`src/rtl/wcycle_pkg.sv`:
```
package wcycle_pkg;
  typedef enum logic {PH_IDLE = 1'b0, PH_RUN = 1'b1} phase_e;
endpackage

```
`src/rtl/wcycle_timer.sv`:
```
module wcycle_timer #(
  parameter int unsigned CYCLE_CLKS = 250000
) (
  input  logic clk,
  input  logic rst_n,
  input  logic start,
  output logic busy,
  output logic done
);
  import wcycle_pkg::*;
  localparam int unsigned CW = $clog2(CYCLE_CLKS + 1);

  phase_e          ph_q;
  logic [CW-1:0]   cnt_q;

  assign busy = (ph_q == PH_RUN);
  assign done = busy && (cnt_q == CW'(CYCLE_CLKS - 1));

  always_ff @(posedge clk or negedge rst_n) begin
    if (!rst_n) begin
      ph_q  <= PH_IDLE;
      cnt_q <= '0;
    end else begin
      case (ph_q)
        PH_IDLE: if (start) begin
          ph_q  <= PH_RUN;
          cnt_q <= '0;
        end
        PH_RUN: begin
          if (done) ph_q <= PH_IDLE;
          else      cnt_q <= cnt_q + 1'b1;
        end
        default: ph_q <= PH_IDLE;
      endcase
    end
  end

  // an idle start opens the window on the next clock
  a_r1_start_opens: assert property (@(posedge clk) disable iff (!rst_n)
    (!busy && start) |=> busy);
endmodule

```
`src/rtl/wcycle_page_seq.sv`:
```
module wcycle_page_seq #(
  parameter int unsigned ADDR_W = 12,
  parameter int unsigned PAGE_W = 5,
  parameter int unsigned DATA_W = 8
) (
  input  logic                     clk,
  input  logic                     rst_n,
  input  logic                     start,
  input  logic [ADDR_W-PAGE_W-1:0] start_page,
  input  logic [(1<<PAGE_W)-1:0]   start_mask,
  output logic [PAGE_W-1:0]        buf_rd_idx,
  input  logic [DATA_W-1:0]        buf_rd_data,
  output logic                     mem_we,
  output logic [ADDR_W-1:0]        mem_addr,
  output logic [DATA_W-1:0]        mem_wdata,
  output logic                     active
);
  localparam int unsigned PB = 1 << PAGE_W;

  logic [PAGE_W-1:0]        idx_q;
  logic [ADDR_W-PAGE_W-1:0] page_q;
  logic [PB-1:0]            mask_q;

  assign buf_rd_idx = idx_q;
  assign mem_we     = active && mask_q[idx_q];
  assign mem_addr   = {page_q, idx_q};
  assign mem_wdata  = buf_rd_data;

  always_ff @(posedge clk or negedge rst_n) begin
    if (!rst_n) begin
      active <= 1'b0;
      idx_q  <= '0;
      page_q <= '0;
      mask_q <= '0;
    end else if (start && !active) begin
      active <= 1'b1;
      idx_q  <= '0;
      page_q <= start_page;
      mask_q <= start_mask;
    end else if (active) begin
      if (idx_q == PAGE_W'(PB - 1)) active <= 1'b0;
      else                          idx_q  <= idx_q + 1'b1;
    end
  end

  // the byte offset walks forward by one per clock while copying
  a_r4_offset_walk: assert property (@(posedge clk) disable iff (!rst_n)
    (active && idx_q != PAGE_W'(PB - 1)) |=> (active && idx_q != '0));
endmodule

```
`src/rtl/wcycle_addr_track.sv`:
```
module wcycle_addr_track #(
  parameter int unsigned ADDR_W = 12,
  parameter int unsigned PAGE_W = 5
) (
  input  logic              clk,
  input  logic              rst_n,
  input  logic              busy,
  input  logic              commit_acc,
  input  logic [ADDR_W-1:0] commit_last,
  input  logic              addr_load,
  input  logic [ADDR_W-1:0] addr_load_val,
  input  logic              rd_done,
  input  logic [ADDR_W-1:0] rd_addr,
  output logic [ADDR_W-1:0] cur_addr
);
  // after a read: linear step through the whole array
  function automatic logic [ADDR_W-1:0] step_after_read(input logic [ADDR_W-1:0] a);
    return a + 1'b1;
  endfunction

  // after a write: offset steps, page bits are held
  function automatic logic [ADDR_W-1:0] step_after_write(input logic [ADDR_W-1:0] a);
    logic [PAGE_W-1:0] off;
    off = a[PAGE_W-1:0] + 1'b1;
    return {a[ADDR_W-1:PAGE_W], off};
  endfunction

  always_ff @(posedge clk or negedge rst_n) begin
    if (!rst_n) begin
      cur_addr <= '0;
    end else if (!busy) begin
      if (commit_acc)     cur_addr <= step_after_write(commit_last);
      else if (addr_load) cur_addr <= addr_load_val;
      else if (rd_done)   cur_addr <= step_after_read(rd_addr);
    end
  end

  // nothing moves the pointer inside the programming window
  a_r9_hold_in_cycle: assert property (@(posedge clk) disable iff (!rst_n)
    busy |=> $stable(cur_addr));
  // reading the top location wraps the pointer to zero
  a_r6_read_wrap: assert property (@(posedge clk) disable iff (!rst_n)
    (!busy && !commit_acc && !addr_load && rd_done && (&rd_addr)) |=> (cur_addr == '0));
  // writing the last byte of a page returns to that page's first byte
  a_r7_write_wrap: assert property (@(posedge clk) disable iff (!rst_n)
    (commit_acc && (&commit_last[PAGE_W-1:0])) |=>
      (cur_addr[PAGE_W-1:0] == '0 && cur_addr[ADDR_W-1:PAGE_W] == $past(commit_last[ADDR_W-1:PAGE_W])));
endmodule

```
`src/rtl/wcycle_poll_ctrl.sv`:
```
module wcycle_poll_ctrl #(
  parameter int unsigned ADDR_W     = 12,
  parameter int unsigned PAGE_W     = 5,
  parameter int unsigned DATA_W     = 8,
  parameter int unsigned CYCLE_CLKS = 250000
) (
  input  logic                   clk,
  input  logic                   rst_n,
  input  logic                   commit_req,
  input  logic [ADDR_W-1:0]      commit_last,
  input  logic [(1<<PAGE_W)-1:0] commit_mask,
  output logic [PAGE_W-1:0]      buf_rd_idx,
  input  logic [DATA_W-1:0]      buf_rd_data,
  input  logic                   addr_load,
  input  logic [ADDR_W-1:0]      addr_load_val,
  input  logic                   rd_done,
  input  logic [ADDR_W-1:0]      rd_addr,
  output logic                   mem_we,
  output logic [ADDR_W-1:0]      mem_addr,
  output logic [DATA_W-1:0]      mem_wdata,
  output logic                   busy,
  output logic                   ack_en,
  output logic [ADDR_W-1:0]      cur_addr
);
  localparam int unsigned PB      = 1 << PAGE_W;
  localparam int unsigned CYC_EFF = (CYCLE_CLKS > PB) ? CYCLE_CLKS : PB + 1;
  localparam int unsigned LW      = $clog2(CYC_EFF + 2);

  logic commit_acc;
  logic timer_done;
  logic prog_active;

  assign commit_acc = commit_req && !busy;
  assign ack_en     = !busy;

  wcycle_timer #(.CYCLE_CLKS(CYC_EFF)) timer_i (
    .clk(clk), .rst_n(rst_n), .start(commit_acc), .busy(busy), .done(timer_done)
  );

  wcycle_page_seq #(.ADDR_W(ADDR_W), .PAGE_W(PAGE_W), .DATA_W(DATA_W)) seq_i (
    .clk(clk), .rst_n(rst_n), .start(commit_acc),
    .start_page(commit_last[ADDR_W-1:PAGE_W]), .start_mask(commit_mask),
    .buf_rd_idx(buf_rd_idx), .buf_rd_data(buf_rd_data),
    .mem_we(mem_we), .mem_addr(mem_addr), .mem_wdata(mem_wdata),
    .active(prog_active)
  );

  wcycle_addr_track #(.ADDR_W(ADDR_W), .PAGE_W(PAGE_W)) trk_i (
    .clk(clk), .rst_n(rst_n), .busy(busy), .commit_acc(commit_acc),
    .commit_last(commit_last), .addr_load(addr_load), .addr_load_val(addr_load_val),
    .rd_done(rd_done), .rd_addr(rd_addr), .cur_addr(cur_addr)
  );

  // checker state: length of the current busy window
  logic [LW-1:0] busy_len_q;
  always_ff @(posedge clk or negedge rst_n) begin
    if (!rst_n)    busy_len_q <= '0;
    else if (busy) busy_len_q <= busy_len_q + 1'b1;
    else           busy_len_q <= '0;
  end

  // every window lasts exactly the configured number of clocks
  a_r2_window_len: assert property (@(posedge clk) disable iff (!rst_n)
    $fell(busy) |-> (busy_len_q == LW'(CYC_EFF)));
  // array strobes only inside the window
  a_r4_we_in_cycle: assert property (@(posedge clk) disable iff (!rst_n)
    mem_we |-> busy);
  // copying is finished before the window closes
  a_r4_copy_before_end: assert property (@(posedge clk) disable iff (!rst_n)
    timer_done |-> !prog_active);
  // a commit during the window does not restart copying
  a_r5_no_restart: assert property (@(posedge clk) disable iff (!rst_n)
    (busy && commit_req && !prog_active) |=> !prog_active);
  // polling sees no acknowledge while programming
  a_r3_ack_gate: assert property (@(posedge clk) disable iff (!rst_n)
    $rose(busy) |-> !ack_en);
endmodule

```
`config.mk`:
```
export PLATFORM = sky130hd
export DESIGN_NAME = wcycle_poll_ctrl
export DESIGN_NICKNAME = d
export VERILOG_FILES = /design/src/rtl/wcycle_pkg.sv /design/src/rtl/wcycle_timer.sv /design/src/rtl/wcycle_page_seq.sv /design/src/rtl/wcycle_addr_track.sv /design/src/rtl/wcycle_poll_ctrl.sv
export SDC_FILE = /design/constraint.sdc
export NUM_CORES = 1
export LEC_CHECK = 0
export ABC_AREA = 1
export BUFFER_PORTS_ARGS = -buffer_cell sky130_fd_sc_hd__buf_2
export CORE_AREA = 10 10 84 115
export CTS_BUF_LIST = sky130_fd_sc_hd__clkbuf_4
export DETAILED_ROUTE_END_ITERATION = 6
export DIE_AREA = 0 0 94 125
export GPL_TIMING_DRIVEN = 0
export MAX_ROUTING_LAYER = met4
export PLACE_DENSITY = 0.94
export SYNTH_ARGS = -nofsm -noshare
export SYNTH_HDL_FRONTEND = slang
export SYNTH_SLANG_ARGS = --single-unit
```
`constraint.sdc`:
```
create_clock -name clk -period 3.1 [get_ports clk]
set_input_delay 0.31 -clock clk [delete_from_list [all_inputs] [get_ports clk]]
set_output_delay 0.31 -clock clk [all_outputs]
set_load 0.01 [all_outputs]
```
==> impl_results.md <==
- IO Port Bufs: ~110
- Crit path launch type: flip-flop
- Synth Area in XOR/XNOR: roughly 2.6%
- Critical Path Most Common Cell: buf_2
- Clock Pin Slew Worst Setup and Hold Paths: between 0.1 and 0.15 ns
- DR vias: 4324
- RSZ-0062 raised after global routing: false
- Mean Syn Cell Area: between 7 and 8 sq um
- FF+latch count, synth: 76
- Mux contribution to synthesized area: 0%
- Worst clock skew: roughly 0.016 ns
- Max_cap viols: 0
- Synth warnings: 0
- Fin. max-slew vios: 0
- Residual DRC: 0
- Final net count: 787
- Post-Syn Instances: around 580
- Area grow syn2layout: 19.52%
- Slowest cell on the critical path: dfrtp_1
- 1st-iter DRT viols: 239
- Iteration count of the initial detailed-routing pass: 5
- CP top delay family: buffers and inverters
- Number of global-route vias before repair: approximately 4400
- Chip height: between 100 and 150 um
- Die Wd: around 94 um
- Fillers: about 600
- Final count of hold timing violations: 0
- Pleak: between 2 and 3 nW
- Placed insts: between 700 and 800
- First-pass GRT wire length: roughly 20000 um
- Gr usage total: 21.03%
- Hold WS: about 0.07 ns
- H-tree depth: 3
- Final period util: about four fifths
- Worst slew pin tran: roughly 0.44 ns
- CTS tree: built
- CP peak stage delay: 0.45 ns
- Routed WL: between 10000 and 15000 um
- Total power divided by cell area: around 340 nW/um^2
- Post-route ant nets: 0
- Synth Area in Adders: 1.433%
- Boundary pin count: 121
- Highest net fanout along the worst path: 10
- Minimum period implied by the final worst setup slack: 2.442 ns
- Setup Viol. Count Final: 0
- Largest family of logic cells by synthesized area: simple AND/OR/NAND/NOR gates
- Clk_lat worst skew: between 0.4 and 0.5 ns
- Status: finished clean
- Total CTS buffers: 9
- Initial cell density of the core: a little under three fifths
- Dpl hpwl: approximately 9400 um
- # rows: 38
- FMAX: between 0.4 and 0.5 GHz
- Req. time, crit path: 2.79 ns
- FF+latch area: between 1500 and 2000 sq um
- Peak VDD IR: 0.0002510 V
- Multi-input logic area: between 2000 and 2500 sq um
- GP Congestion: about 1
- Crit path DAT: 2.13 ns
- DR WL/cell: around 15 um
- Grt ovf: 0
- Tot Pwr: between 1.5 and 2 mW
- Share of layout cells above drive strength 1: 25.82%
- Commonest non-fill, non-tap cell in the layout: nand2_1
- WP buf/inv: 3
- Setup TNS: 0 ns
- Syn nets: between 600 and 700
- Total core area: between 7000 and 8000 sq um
- Mapped Area: approximately 4400 sq um
- Largest net degree at the start of global routing: 76
- Sequential-to-total area share from yosys stat: between 40% and 50%
- Netlist cell types: 37
- Worst relative slew slack: between 70% and 80%
- Initial antenna violation count: 1
- Synth Area in Compound Gates: a little under an eighth
- HP Class: input port to flip-flop
- CP Cell Sequence: buf_2, buf_2, nand2_1, o211ai_1, nand3_1, nand3_1, nand2_1, nor2_1, nor2_1, buf_2
- Layout Cells excl Fill: between 800 and 900
- Clk root buf: clkbuf_4
- Vias per cell: approximately 5.4
- CTS sink cnt: 76
- Setup crit end kind: output pin
- Clk buf depth: 2
- WS Path Type: flip-flop to output pin
- Die ar.: roughly 12000 sq um
- Synth Area in Simple Gates: 30.47%
- Commonest non-fill, non-tap cells in the layout: 182 x nand2_1, 120 x buf_2, 76 x dfrtp_1
## registers in the layout (all words and copies together) (netlist names)
| signal | cells |
|---|---|
| timer_i.busy | 1 |
| seq_i.mask_q | 32 |
| trk_i.cur_addr | 12 |
| seq_i.page_q | 7 |
| seq_i.buf_rd_idx | 5 |
| seq_i.active | 1 |
| timer_i.cnt_q | 18 |
## kinds of logic (layout without fill, tap and decap cells)
family,after synthesis,in the layout
fa+ha+maj,5,5
flops,76,76
simple gates,305,305
xor+xnor,13,13
other cells,0,1
compound gates,82,82
buf+inv,95,224
## stage by stage
step / setup WS (ns) / instance area, sq um / util, %
global route: 0.5524 / 5218 / 68.59
finish: 0.6585 / 5218 / 68.59
floorplan: 1.459 / 4365 / -
detailed placement: 1.199 / 5081 / 66.79
global placement: 1.264 / 5051 / 66.40
CTS: 0.6826 / 5215 / 68.55
## worst reg2reg max path: cells and delay by family (launching register included)
family	cells	cell delay (ns)
fa+ha+maj	2	0.44
simple gates	4	0.55
compound gates	2	0.24
flops	1	0.51
buf+inv	1	0.09
## Yosys cell counts
cell type,number,area [sq um]
a21oi_1,18,90.09
inv_1,58,217.7
nor2_2,1,6.260
nand3_1,61,305.3
nor3_1,6,30.03
buf_6,4,45.04
nor3b_1,1,7.510
o21ai_1,2,10.01
nand2_4,3,33.78
ha_1,5,62.56
nand2_1,182,683.2
a31oi_1,2,12.51
nand3b_1,1,7.510
nor4_1,1,6.260
o211ai_1,3,22.52
xor2_1,7,61.31
a21oi_4,1,16.27
a21oi_2,2,17.52
nor3_2,3,30.03
inv_2,2,7.510
nand3_2,2,20.02
buf_2,9,45.04
o22ai_2,4,50.05
xnor2_1,6,52.55
o21bai_1,4,30.03
o22ai_1,1,6.260
o21ai_2,5,43.79
clkbuf_1,7,26.28
nand4_1,7,43.79
buf_4,14,105.1
or2_2,6,37.54
nor2_1,30,112.6
dfrtp_1,76,1902
o21ai_0,39,195.2
or2_0,1,6.260
inv_6,1,8.760
o31ai_1,1,7.510
## where the power goes
group          switching, mW  internal (mW)
clock network          0.322          0.253
logic                 0.0944         0.0807
registers            0.00832           1.00
## layer usage
| metal | vias to the layer above | routed length [um] | global-route usage, % |
|---|---|---|---|
| met3 | 30 | 1006 | 5.808 |
| met2 | 211 | 6088 | 35.41 |
| met1 | 1989 | 4601 | 22.62 |
| met5 | - | 0 | - |
| met4 | 0 | 298 | 8.341 |
| li1 | 2094 | - | - |
## final cells by class
cell class	instances	share of cell area [%]
multi-input combinational	405	38.49
inverter	61	4.484
antenna	1	0.04796
clock inverter	4	0.7914
timing repair buffer	114	11.51
clock buffer	11	1.583
tap	100	2.398
buffer	34	4.245
sequential	76	36.45
## timing repair
action	4_1_cts	5_1_grt
setup buffers	0	0
hold buffers	1	0
hold endpoints to repair	76	0
gates resized for setup	0	0
## path summary, 6_finish.rpt
check / start / end / slack (ns) / cells past startpoint
min in group asynchronous: rst_n / seq_i.mask_q[30] / 0.20 / 2
max in group asynchronous: rst_n / seq_i.mask_q[6] / 2.36 / 3
worst min-delay path: commit_mask[12] / seq_i.mask_q[12] / 0.07 / 3
worst min register to register: seq_i.mask_q[24] / seq_i.mask_q[24] / 0.48 / 2
worst max register to register: seq_i.buf_rd_idx[1] / seq_i.buf_rd_idx[3] / 1.19 / 9
worst max-delay path: seq_i.buf_rd_idx[0] / mem_we / 0.66 / 10
(Power assumes the default switching activity.)
